[src/rtl/twl_pkg.sv]
// Shared constants for the two-wire single-slave master.
// Assumes a byte-wide register port; indices and flag positions are
// software-visible and fixed here.
package twl_pkg;
    localparam int IDX_W = 3;

    localparam logic [IDX_W-1:0] IX_CTRL  = 3'd0;
    localparam logic [IDX_W-1:0] IX_IEN   = 3'd1;
    localparam logic [IDX_W-1:0] IX_STAT  = 3'd2;
    localparam logic [IDX_W-1:0] IX_RADDR = 3'd3;
    localparam logic [IDX_W-1:0] IX_DATA  = 3'd4;
    localparam logic [IDX_W-1:0] IX_LEN   = 3'd5;
    localparam logic [IDX_W-1:0] IX_DIV   = 3'd6;

    localparam int CT_GO  = 0;
    localparam int CT_GIE = 1;

    localparam int ST_DONE = 0;
    localparam int ST_ERR  = 1;
    localparam int ST_LB   = 2;
    localparam int ST_W    = 3;

    localparam int LEN_W = 3;

    typedef enum logic [2:0] {
        SQ_IDLE,
        SQ_START,
        SQ_LOW,
        SQ_HIGH,
        SQ_STOP_LOW,
        SQ_STOP_HIGH
    } sq_state_e;
endpackage

[src/rtl/twl_clkdiv.sv]
// Half-period tick generator.
// Emits a one-cycle tick every max(div,1) module clocks while run is high;
// the count restarts whenever run is low. Assumes div is stable while run.
module twl_clkdiv #(
    parameter int DIV_W = 8
) (
    input  logic             clk,
    input  logic             rst_n,
    input  logic             run,
    input  logic [DIV_W-1:0] div,
    output logic             tick
);
    logic [DIV_W-1:0] cnt;
    logic [DIV_W-1:0] lim;

    // effective divisor: zero behaves as one
    assign lim  = (div == '0) ? {{(DIV_W-1){1'b0}}, 1'b1} : div;
    assign tick = run && (cnt == lim - 1'b1);

    // count module clocks within one half period
    always_ff @(posedge clk) begin
        if (!rst_n)            cnt <= '0;
        else if (!run || tick) cnt <= '0;
        else                   cnt <= cnt + 1'b1;
    end

    a_r10_cnt_in_range: assert property (@(posedge clk) disable iff (!rst_n)
        run |-> (cnt < lim));
endmodule

[src/rtl/twl_seq.sv]
// Bit-level frame sequencer.
// On launch it shifts out: start, direction, address+parity, then either
// data+parity (write) or samples 9 bits from the line (read), then stop.
// Advances one half period per tick. Assumes inputs hold while active.
module twl_seq
    import twl_pkg::*;
#(
    parameter int BYTE_W = 8
) (
    input  logic              clk,
    input  logic              rst_n,
    input  logic              launch,
    input  logic              rd,
    input  logic [BYTE_W-1:0] addr,
    input  logic [BYTE_W-1:0] wdata,
    input  logic              tick,
    input  logic              sda_i,
    output logic              scl_o,
    output logic              sda_oe,
    output logic              active,
    output logic              done,
    output logic              par_err,
    output logic [BYTE_W-1:0] rx_byte
);
    localparam int FRAME_BITS = 1 + 2 * (BYTE_W + 1);
    localparam int BIT_W      = $clog2(FRAME_BITS);
    localparam int RX_FIRST   = 2 + BYTE_W;
    localparam int RX_W       = BYTE_W + 1;

    sq_state_e             state;
    logic [BIT_W-1:0]      bitn;
    logic [FRAME_BITS-1:0] tx;
    logic [RX_W-1:0]       rx;
    logic                  rd_q;
    logic                  rx_phase;
    logic                  last_bit;

    assign rx_phase = rd_q && (bitn >= BIT_W'(RX_FIRST));
    assign last_bit = (bitn == BIT_W'(FRAME_BITS - 1));
    assign active   = (state != SQ_IDLE);

    // line drive decoded from the frame position
    always_comb begin
        scl_o  = !((state == SQ_LOW) || (state == SQ_STOP_LOW));
        sda_oe = 1'b0;
        case (state)
            SQ_START, SQ_STOP_LOW, SQ_STOP_HIGH: sda_oe = 1'b1;
            SQ_LOW, SQ_HIGH:                     sda_oe = rx_phase ? 1'b0 : !tx[FRAME_BITS-1];
            default:                             sda_oe = 1'b0;
        endcase
    end

    // frame state machine, one step per half-period tick
    always_ff @(posedge clk) begin
        if (!rst_n) begin
            state   <= SQ_IDLE;
            bitn    <= '0;
            tx      <= '0;
            rx      <= '0;
            rd_q    <= 1'b0;
            done    <= 1'b0;
            par_err <= 1'b0;
            rx_byte <= '0;
        end else begin
            done <= 1'b0;
            case (state)
                SQ_IDLE: begin
                    if (launch) begin
                        state <= SQ_START;
                        bitn  <= '0;
                        rd_q  <= rd;
                        tx    <= {rd, addr, ^addr, wdata, ^wdata};
                        rx    <= '0;
                    end
                end
                SQ_START: if (tick) state <= SQ_LOW;
                SQ_LOW:   if (tick) state <= SQ_HIGH;
                SQ_HIGH: begin
                    if (tick) begin
                        if (rx_phase) rx <= {rx[RX_W-2:0], sda_i};
                        if (last_bit) begin
                            state <= SQ_STOP_LOW;
                        end else begin
                            bitn  <= bitn + 1'b1;
                            tx    <= {tx[FRAME_BITS-2:0], 1'b0};
                            state <= SQ_LOW;
                        end
                    end
                end
                SQ_STOP_LOW: if (tick) state <= SQ_STOP_HIGH;
                SQ_STOP_HIGH: begin
                    if (tick) begin
                        state   <= SQ_IDLE;
                        done    <= 1'b1;
                        par_err <= rd_q && (^rx);
                        rx_byte <= rx[RX_W-1:1];
                    end
                end
                default: state <= SQ_IDLE;
            endcase
        end
    end

    // data steady through every clock-high half of a bit
    a_r5_sda_steady_high: assert property (@(posedge clk) disable iff (!rst_n)
        (state == SQ_HIGH && scl_o && $past(scl_o)) |-> $stable(sda_oe));
    // the stop is reached only after the last frame bit
    a_r2_stop_after_last: assert property (@(posedge clk) disable iff (!rst_n)
        (state == SQ_STOP_LOW) |-> last_bit);
    // a write frame never reports a parity failure
    a_r4_no_err_on_write: assert property (@(posedge clk) disable iff (!rst_n)
        (done && !rd_q) |-> !par_err);
    // idle leaves the clock high and the data line released
    a_r1_idle_lines: assert property (@(posedge clk) disable iff (!rst_n)
        (!active && !$past(active)) |-> (scl_o && !sda_oe));
endmodule

[src/rtl/twl_regs.sv]
// Register file, load-busy guard, sticky flags and interrupt combine.
// Assumes one access per cycle; reads are combinational. A launch pulse
// goes to the sequencer one cycle after go is accepted.
module twl_regs
    import twl_pkg::*;
#(
    parameter int BYTE_W    = 8,
    parameter int DIV_RESET = 120
) (
    input  logic              clk,
    input  logic              rst_n,
    input  logic              reg_en,
    input  logic              reg_we,
    input  logic [IDX_W-1:0]  reg_idx,
    input  logic [BYTE_W-1:0] reg_wdata,
    output logic [BYTE_W-1:0] reg_rdata,
    input  logic              seq_done,
    input  logic              seq_perr,
    input  logic [BYTE_W-1:0] seq_rx,
    output logic              launch,
    output logic              rd_q,
    output logic [BYTE_W-1:0] addr_q,
    output logic [BYTE_W-1:0] data_q,
    output logic [BYTE_W-1:0] div_q,
    output logic              irq
);
    logic              busy;
    logic              gie;
    logic [ST_W-1:0]   ien;
    logic [ST_W-1:0]   stat;
    logic [ST_W-1:0]   stat_set;
    logic [ST_W-1:0]   stat_clr;
    logic [LEN_W-1:0]  len_q;
    logic              wr;
    logic              guarded;
    logic              blocked;

    assign wr = reg_en && reg_we;

    // which writes must not land while a frame runs
    always_comb begin
        guarded = (reg_idx == IX_RADDR) || (reg_idx == IX_DATA) ||
                  (reg_idx == IX_LEN)   || (reg_idx == IX_DIV)  ||
                  ((reg_idx == IX_CTRL) && reg_wdata[CT_GO]);
        blocked = wr && busy && guarded;
    end

    // flag set and write-one-clear sources
    always_comb begin
        stat_set          = '0;
        stat_set[ST_DONE] = seq_done;
        stat_set[ST_ERR]  = seq_done && seq_perr;
        stat_set[ST_LB]   = blocked;
        stat_clr          = (wr && reg_idx == IX_STAT) ? reg_wdata[ST_W-1:0] : '0;
    end

    // sticky flags, set wins over clear
    always_ff @(posedge clk) begin
        if (!rst_n) stat <= '0;
        else        stat <= (stat & ~stat_clr) | stat_set;
    end

    // configuration registers and captured read data
    always_ff @(posedge clk) begin
        if (!rst_n) begin
            gie    <= 1'b0;
            ien    <= '0;
            addr_q <= '0;
            data_q <= '0;
            len_q  <= '0;
            rd_q   <= 1'b0;
            div_q  <= BYTE_W'(DIV_RESET);
        end else begin
            if (wr && !blocked) begin
                case (reg_idx)
                    IX_CTRL:  gie    <= reg_wdata[CT_GIE];
                    IX_IEN:   ien    <= reg_wdata[ST_W-1:0];
                    IX_RADDR: addr_q <= reg_wdata;
                    IX_DATA:  data_q <= reg_wdata;
                    IX_LEN: begin
                        len_q <= reg_wdata[LEN_W-1:0];
                        rd_q  <= reg_wdata[BYTE_W-1];
                    end
                    IX_DIV:   div_q  <= reg_wdata;
                    default: ;
                endcase
            end
            if (seq_done && rd_q) data_q <= seq_rx;
        end
    end

    // go bit: set by host, cleared by frame end
    always_ff @(posedge clk) begin
        if (!rst_n) begin
            busy   <= 1'b0;
            launch <= 1'b0;
        end else begin
            launch <= 1'b0;
            if (seq_done) begin
                busy <= 1'b0;
            end else if (wr && !busy && reg_idx == IX_CTRL && reg_wdata[CT_GO]) begin
                busy   <= 1'b1;
                launch <= 1'b1;
            end
        end
    end

    assign irq = gie && |(stat & ien);

    // register read mux
    always_comb begin
        reg_rdata = '0;
        case (reg_idx)
            IX_CTRL: begin
                reg_rdata[CT_GO]  = busy;
                reg_rdata[CT_GIE] = gie;
            end
            IX_IEN:   reg_rdata[ST_W-1:0] = ien;
            IX_STAT:  reg_rdata[ST_W-1:0] = stat;
            IX_RADDR: reg_rdata = addr_q;
            IX_DATA:  reg_rdata = data_q;
            IX_LEN: begin
                reg_rdata[LEN_W-1:0]  = len_q;
                reg_rdata[BYTE_W-1]   = rd_q;
            end
            IX_DIV:   reg_rdata = div_q;
            default:  reg_rdata = '0;
        endcase
    end

    // go stays set until the sequencer reports the end
    a_r6_busy_holds: assert property (@(posedge clk) disable iff (!rst_n)
        (busy && !seq_done) |=> busy);
    // an address load during a frame raises load-busy
    a_r7_lb_on_addr: assert property (@(posedge clk) disable iff (!rst_n)
        (wr && busy && reg_idx == IX_RADDR) |=> stat[ST_LB]);
    // the address held for the sequencer is frozen while busy
    a_r7_addr_frozen: assert property (@(posedge clk) disable iff (!rst_n)
        (busy && $past(busy)) |-> $stable(addr_q));
    // done flag persists unless a one is written to its bit
    a_r8_done_sticky: assert property (@(posedge clk) disable iff (!rst_n)
        (stat[ST_DONE] && !(wr && reg_idx == IX_STAT && reg_wdata[ST_DONE])) |=> stat[ST_DONE]);
endmodule

[src/rtl/twl_master.sv]
// Top of the single-slave two-wire master: register file, half-period
// divider and frame sequencer. The data line is open drain: sda_oe pulls
// it low, an external pull-up makes it high.
module twl_master
    import twl_pkg::*;
#(
    parameter int BYTE_W    = 8,
    parameter int DIV_RESET = 120
) (
    input  logic              clk,
    input  logic              rst_n,
    input  logic              reg_en,
    input  logic              reg_we,
    input  logic [IDX_W-1:0]  reg_idx,
    input  logic [BYTE_W-1:0] reg_wdata,
    output logic [BYTE_W-1:0] reg_rdata,
    output logic              scl_o,
    output logic              sda_oe,
    input  logic              sda_i,
    output logic              irq
);
    logic              launch;
    logic              rd_q;
    logic [BYTE_W-1:0] addr_q;
    logic [BYTE_W-1:0] data_q;
    logic [BYTE_W-1:0] div_q;
    logic              active;
    logic              tick;
    logic              done;
    logic              perr;
    logic [BYTE_W-1:0] rx_byte;

    twl_regs #(.BYTE_W(BYTE_W), .DIV_RESET(DIV_RESET)) u_regs (
        .clk(clk), .rst_n(rst_n),
        .reg_en(reg_en), .reg_we(reg_we), .reg_idx(reg_idx),
        .reg_wdata(reg_wdata), .reg_rdata(reg_rdata),
        .seq_done(done), .seq_perr(perr), .seq_rx(rx_byte),
        .launch(launch), .rd_q(rd_q), .addr_q(addr_q), .data_q(data_q),
        .div_q(div_q), .irq(irq)
    );

    twl_clkdiv #(.DIV_W(BYTE_W)) u_div (
        .clk(clk), .rst_n(rst_n), .run(active), .div(div_q), .tick(tick)
    );

    twl_seq #(.BYTE_W(BYTE_W)) u_seq (
        .clk(clk), .rst_n(rst_n), .launch(launch), .rd(rd_q),
        .addr(addr_q), .wdata(data_q), .tick(tick), .sda_i(sda_i),
        .scl_o(scl_o), .sda_oe(sda_oe), .active(active), .done(done),
        .par_err(perr), .rx_byte(rx_byte)
    );
endmodule

[config.mk]
export PLATFORM = sky130hd
export DESIGN_NAME = twl_master
export DESIGN_NICKNAME = d
export VERILOG_FILES = /design/src/rtl/twl_pkg.sv /design/src/rtl/twl_clkdiv.sv /design/src/rtl/twl_seq.sv /design/src/rtl/twl_regs.sv /design/src/rtl/twl_master.sv
export SDC_FILE = /design/constraint.sdc
export NUM_CORES = 1
export LEC_CHECK = 0
export ABC_AREA = 1
export BUFFER_PORTS_ARGS = -buffer_cell sky130_fd_sc_hd__buf_2
export CELL_PAD_IN_SITES_DETAIL_PLACEMENT = 1
export CELL_PAD_IN_SITES_GLOBAL_PLACEMENT = 2
export CORE_MARGIN = 5
export CORE_UTILIZATION = 38
export CTS_CLUSTER_SIZE = 8
export DETAILED_ROUTE_END_ITERATION = 8
export PLACE_DENSITY = 0.95
export SKIP_LAST_GASP = 1
export SLEW_MARGIN = 20
export SYNTH_ARGS = -nofsm -noshare
export SYNTH_HDL_FRONTEND = slang
export SYNTH_SLANG_ARGS = --single-unit
export TNS_END_PERCENT = 100
[constraint.sdc]
create_clock -name clk -period 5.2 [get_ports clk]
set_input_delay 0 -clock clk [delete_from_list [all_inputs] [get_ports clk]]
set_output_delay 0 -clock clk [all_outputs]
set_load 0.03 [all_outputs]
Yosys cells after proc, flatten, opt, wreduce, memory -nomap -nowiden
Cells that the tools add are included.
{"block": "word_totals", "ff_bits": 92, "output_inout_bits": 11, "wordCells": 135, "input_bits": 16}
{"block": "classes", "n_reduce_logical": 53, "n_eq_ne": 21, "bitwise": 5, "n_lt_le_gt_ge": 1, "n_mux": 33, "n_addsub": 3}
{"op": "$mux 19", "n": 3}
{"op": "$pmux 19 s2", "n": 1}
{"op": "$mux 8", "n": 4}
{"op": "$mux 9", "n": 3}
{"op": "$mux 3", "n": 8}
{"op": "$pmux 3 s6", "n": 1}
{"op": "$pmux 9 s2", "n": 1}
{"op": "$reduce_and 2->1", "n": 9}
{"op": "$reduce_xor 8->1", "n": 2}
{"op": "$eq 3x3->1 const B", "n": 5}
{"op": "$logic_and 1x1->1", "n": 15}
{"op": "$mux 5", "n": 3}
{"op": "$ne 2x2->1 const B", "n": 7}
{"op": "$pmux 2 s7", "n": 1}
{"op": "$eq 3x2->1 const B", "n": 4}
{"op": "$pmux 4 s3", "n": 1}
{"op": "$pmux 5 s2", "n": 1}
{"op": "$reduce_xor 9->1", "n": 1}
{"op": "$add 8x1->8 const B", "n": 1}
{"op": "$eq 8x8->1", "n": 1}
{"op": "$logic_not 8->1", "n": 1}
{"op": "$reduce_and 4->1", "n": 2}
{"op": "$sub 8x1->8 const B", "n": 1}
{"op": "$and 3x3->3", "n": 2}
{"op": "other kinds (20)", "n": 38}

Longest topological paths before layout
{"block": "logic_depth", "ltp_word": 10, "depth_mapped": 20, "depth_no_buf": 20}

Hierarchy
A second synthesis with hierarchy kept.
{"block": "hier_totals", "hier_cells": 740, "hier_area_um2": 5192.5}
{"mod": "twl_seq", "cells_each": 352, "instances": 1, "area_per_inst_um2": 2473.6, "seq_area_each_um2": 940.9}
{"mod": "twl_regs", "cells_each": 274, "instances": 1, "area_per_inst_um2": 1931.9, "seq_area_each_um2": 740.7}
{"mod": "twl_clkdiv", "cells_each": 114, "instances": 1, "area_per_inst_um2": 787.0, "seq_area_each_um2": 160.2}

Worst setup path before layout
No wires, ideal clock.
{"block": "synth_path", "path_type": "reg2reg", "start": "register u_regs.div_q[2]", "end": "register u_seq.tx[13]", "stages_incl_launch_ff": 17, "path_slack_ns": 2.939, "setup_ns": 0.120, "t_arrival_ns": 2.141, "n_path_buf": 1, "cell_sequence": "dfxtp_1 -> nor2_2 -> nand2_1 -> o21ai_2 -> inv_2 -> ha_1 -> xor2_1 -> inv_1 -> nor2_1 -> nand2_1 -> nor2_2 -> nand2_2 -> nand2_4 -> nand3_4 -> clkinv_2 -> buf_6 -> a21oi_2"}
{"block": "synth_via", "elab_chain_cells": 7}
{"element": "from (decl)", "line": "twl_regs.sv:24", "text": "output logic [BYTE_W-1:0] div_q,"}
{"element": "from (signal assigned)", "line": "twl_regs.sv:72", "text": "div_q <= BYTE_W'(DIV_RESET);"}
{"element": "from (signal assigned)", "line": "twl_regs.sv:84", "text": "IX_DIV: div_q <= reg_wdata;"}
{"element": "$logic_not 8->1", "line": "twl_clkdiv.sv:17", "text": "assign lim = (div == '0) ? {{(DIV_W-1){1'b0}}, 1'b1} : div;"}
{"element": "$mux 8 *", "line": "twl_clkdiv.sv:17"}
{"element": "$sub 8x1->8 *", "line": "twl_clkdiv.sv:18", "text": "assign tick = run && (cnt == lim - 1'b1);"}
{"element": "$eq 8x8->1 *", "line": "twl_clkdiv.sv:18"}
{"element": "$logic_and 1x1->1 *", "line": "twl_clkdiv.sv:18"}
{"element": "$ne 2x2->1 (no line) *"}
{"element": "$reduce_and 4->1 (no line) *"}
{"element": "to (signal assigned)", "line": "twl_seq.sv:72", "text": "tx <= {rd, addr, ^addr, wdata, ^wdata};"}
{"element": "to (signal assigned)", "line": "twl_seq.sv:85", "text": "tx <= {tx[FRAME_BITS-2:0], 1'b0};"}
{"element": "to (decl)", "line": "twl_seq.sv:32", "text": "logic [FRAME_BITS-1:0] tx;"}
Mark *: on every way between the ends. The rest lies on a longest branch, timed or not.
A chain may end at the register's enable or synchronous reset.

Worst setup path after layout
{"block": "layout_path", "start": "register u_regs.div_q[2]", "end": "register u_seq.tx[9]"}
Same word-level chain as after synthesis.

==> flow_metrics.py <==
metrics = {
    "status": {
        "status": "complete, no violations",
    },
    "sta": {
        "timing.setup.tns_ns": 0,
        "max_clock_freq_mhz": 326,
        "setup_viol": 0,
        "largest_clock_skew_in_the_final_design_ns": 0.00705,
        "timing.final.crit_period_ns": 3.06,
        "final_hold_viol_count": 0,
        "grt_setup_unrepaired": "no",
        "max-slew-margin-rel_pct": 37.0,
        "slew_viol_final": 0,
        "finalHoldWorstSlack_ns": 0.0167,
        "final_min_period_over_clock_period_pct": 58.9,
        "slew_at_the_pin_closest_to_its_max_slew_limit_ns": 0.945,
    },
    "setup_path": {
        "cp_max_fo": 25,
        "setup.worst_path.end": "u_seq.tx[9]",
        "path_buf_inv": 3,
        "startpoint_type": "flop",
        "cpLargestDelayFamily": "simple AND/OR/NAND/NOR gates",
        "crit_required_ns": 5.48,
        "first_element_of_the_critical_path": "u_regs.div_q[2]",
        "criticalPathCategory": "flop to flop",
        "rr_endpoint": "u_seq.tx[9]",
        "critical_path.endpoint_type": "flop",
        "critical-path-top-cell-by-count": "nand2_1",
        "path_cells": "nor2_2 -> nand2_1 -> o21ai_2 -> inv_2 -> ha_1 -> inv_1 -> nand3_1 -> nand2_1 -> nand2_1 -> nor2_1 -> nand2_1 -> nor2_2 -> nand2_2 -> nand2_4 -> nand3_4 -> clkinv_2 -> nand2_1 -> a21oi_1",
        "cell_at_the_slowest_stage_of_the_critical_path": "clkinv_2",
        "reg2reg_slack_ns": 2.14,
        "critPathArrivalTime_ns": 3.34,
        "worstRegToRegCells": 18,
        "critical_path_depth": 18,
        "r2r_start": "u_regs.div_q[2]",
        "slowest_delay_ns": 0.40,
    },
    "synth": {
        "yosysWarnings": 0,
        "yosys.cell_count.top_type": "nand2_1",
        "synth_fp_nets": 703,
        "synth_edf_count": 0,
        "postSynthRegisterBits": 92,
        "synth.yosys.seq_area_share_pct": 38.4,
        "synthCells": 683,
        "netlist_area_um2": 4790,
        "synth_top_flop_cell": "dfxtp_1",
        "yosys.cell_types.count": 37,
        "synth_area_leaders": "dfxtp_1 (38%), nand2_1 (13%), o21ai_0 (6.5%)",
        "avgSynthCellArea_um2": 7.02,
        "synthDominantCellAreaShare_pct": 38.4,
        "yosys-top-cells-count": "nand2_1 (160), dfxtp_1 (92), inv_1 (82), o21ai_0 (62), a21oi_1 (53)",
        "synth_async_sr_flop_share_pct": 0,
        "post-synth-top-area-cell": "dfxtp_1",
    },
    "final_layout": {
        "final_util_pct": 43.0,
        "area_taken_by_flip_flops_and_latches_um2": 1840,
        "fillers": 1649,
        "area_delta_synth_final_pct": 12.2,
        "diodes": 0,
        "multiInputGateArea_um2": 2480,
        "num-nets-final": 726,
        "drive_above_1_share_pct": 10.8,
        "final-instance-count-excl-fill": 883,
    },
    "clock_tree": {
        "htreeDepth": 3,
        "cts_tree": "done",
        "clkLatencyLatePin_ns": 0.35,
        "cts_made_buffers": 9,
        "clock_slew_at_the_register_clock_pins_of_the_worst_setup_and_hold_paths_ns": 0.06,
        "cts_setup_buffers": 0,
        "cts.path.max_buffers": 2,
        "clock_sinks": 92,
        "clock_root_buffer_master": "clkbuf_16",
    },
    "global_routing": {
        "global_route_wire_length_before_repair_mm": 22.7,
        "grt_overflow_total": 0,
        "grt_start_max_net_pins": 54,
        "groute.usage.overall_pct": 19.3,
        "antenna_found_initial": 0,
        "vias_in_the_first_global_route": 4617,
    },
    "placement": {
        "buffer_ports.inserted": 26,
        "place.detailed.instances": 857,
        "detailedPlacementHpwl_mm": 10.1,
        "place.gp.congestion": 0.851,
    },
    "route": {
        "dr.pass1.iters": 4,
        "detail_route.wirelength_mm": 13.7,
        "via_per_inst": 5.13,
        "ant_nets": 0,
        "detail_route.iter0.violations": 223,
        "routedWlPerCell_um": 15.5,
        "vias": 4532,
        "remaining_drc_errors": 0,
    },
    "die": {
        "die_w_um": 122,
        "coreArea_um2": 12500,
        "fp.dieArea_um2": 15000,
        "top_level_ports": 27,
        "rows": 41,
        "start_util_pct": 38.3,
        "die_y_um": 122,
    },
    "power_and_ir_drop": {
        "total_leakage_power_nw": 2.09,
        "ir_worst_vdd_v": 0.000217,
        "power.density_nw_per_um2": 379,
        "overall_power_consumption_w": 0.00204,
    },
    "flow_run": {
        "cap_viol_max_count": 0,
    },
    "worst_hold_path": {
        "hold_class": "primary input to flop",
    },
}
==> logic make-up after synthesis <==
| family | synth area share [%] |
|---|---|
| and+or+nand+nor | 25.1 |
| AOI/OAI and AO/OA | 18.6 |
| buffers and inverters | 10.1 |
| DFF | 38.4 |
| xor gates and xnor gates | 6.58 |
| adders and majority gates | 1.04 |
| muxes | 0.209 |
==> metal layers <==
metal / global-route usage (%) / routed length [um] / share of wire, % / vias to the layer above
met1: 22.5 / 6100 / 45 / 2194
met2: 35.3 / 7070 / 52 / 56
met3: 3.73 / 357 / 2.6 / 10
li1: - / - / - / 2272
met5: 0 / 0 / 0 / -
met4: 6.86 / 161 / 1.2 / 0
==> worst min-delay path, stage by stage <==
cell	delay [ns]
buf_2	0.15
nand2_1	0.10
nor4_1	0.05
==> registers in the layout, summed over array words and instances, names as in the netlist, 3 cells and up <==
register,flops
u_div.cnt,8
u_regs.addr_q,8
u_regs.data_q,8
u_regs.div_q,8
u_regs.ien,3
u_regs.len_q,3
u_regs.stat,3
u_seq.bitn,5
u_seq.rx,9
u_seq.rx_byte,8
u_seq.state,3
u_seq.tx,19
==> layout by cell type, fill, tap and decap left out, types with 5 or more instances in the layout <==
cell	count
inv_1	82
a31oi_1	9
a21oi_1	53
nor2_1	46
xor2_1	13
nand3_1	37
a21oi_2	13
nor3_1	9
o21ai_1	6
nand4_1	11
buf_2	26
nand2_1	160
nor2_2	5
inv_2	7
o21ai_0	62
dfxtp_1	92
dlygate4sd3_1	10
clkbuf_16	9
xnor2_1	23
==> worst min path at each step <==
stage | end | slack (ns) | from | cells after the start
global route | u_regs.launch | 0.008 | reg_wdata[0] | 3
CTS | u_regs.launch | 0.00006 | reg_wdata[0] | 3
floorplan | u_regs.div_q[3] | 0.13 | reg_wdata[3] | 2
global placement | u_regs.div_q[6] | 0.29 | reg_wdata[6] | 3
detailed placement | u_regs.div_q[6] | 0.29 | reg_wdata[6] | 3
finish | u_regs.launch | 0.02 | reg_wdata[0] | 3
==> metrics by stage <==
stage,setup slack [ns],instance area [um^2]
2_1_floorplan,2.94,4790
3_3_place_gp,2.35,5020
3_5_place_dp,2.14,5020
4_1_cts,2.13,5380
5_1_grt,1.84,5380
6_report,2.14,5380
==> where the power goes <==
| group | leakage [nW] | internal [W] | total (W) | switching (W) |
|---|---|---|---|---|
| sequential | 0.746 | 0.000803 | 0.000854 | 0.0000504 |
| combinational | 1.21 | 0.000193 | 0.000590 | 0.000396 |
| clock | 0.131 | 0.000336 | 0.000598 | 0.000262 |
==> what timing repair did <==
action                    in CTS  in global routing
hold buffers                  10                  0
hold endpoints to repair      21                  0
resized for setup              0                  0
==> area by class of cell <==
cell class                      instances  share of cell area [%]
Clock buffer                           14                    4.72
Clock inverter                          2                   0.186
Inverter                               90                    6.30
Multi-Input combinational cell        475                    46.0
Sequential cell                        92                    34.2
Tap cell                              172                    4.00
Timing Repair Buffer                   38                    4.56
Note: power is estimated with default switching activity, not from simulation.
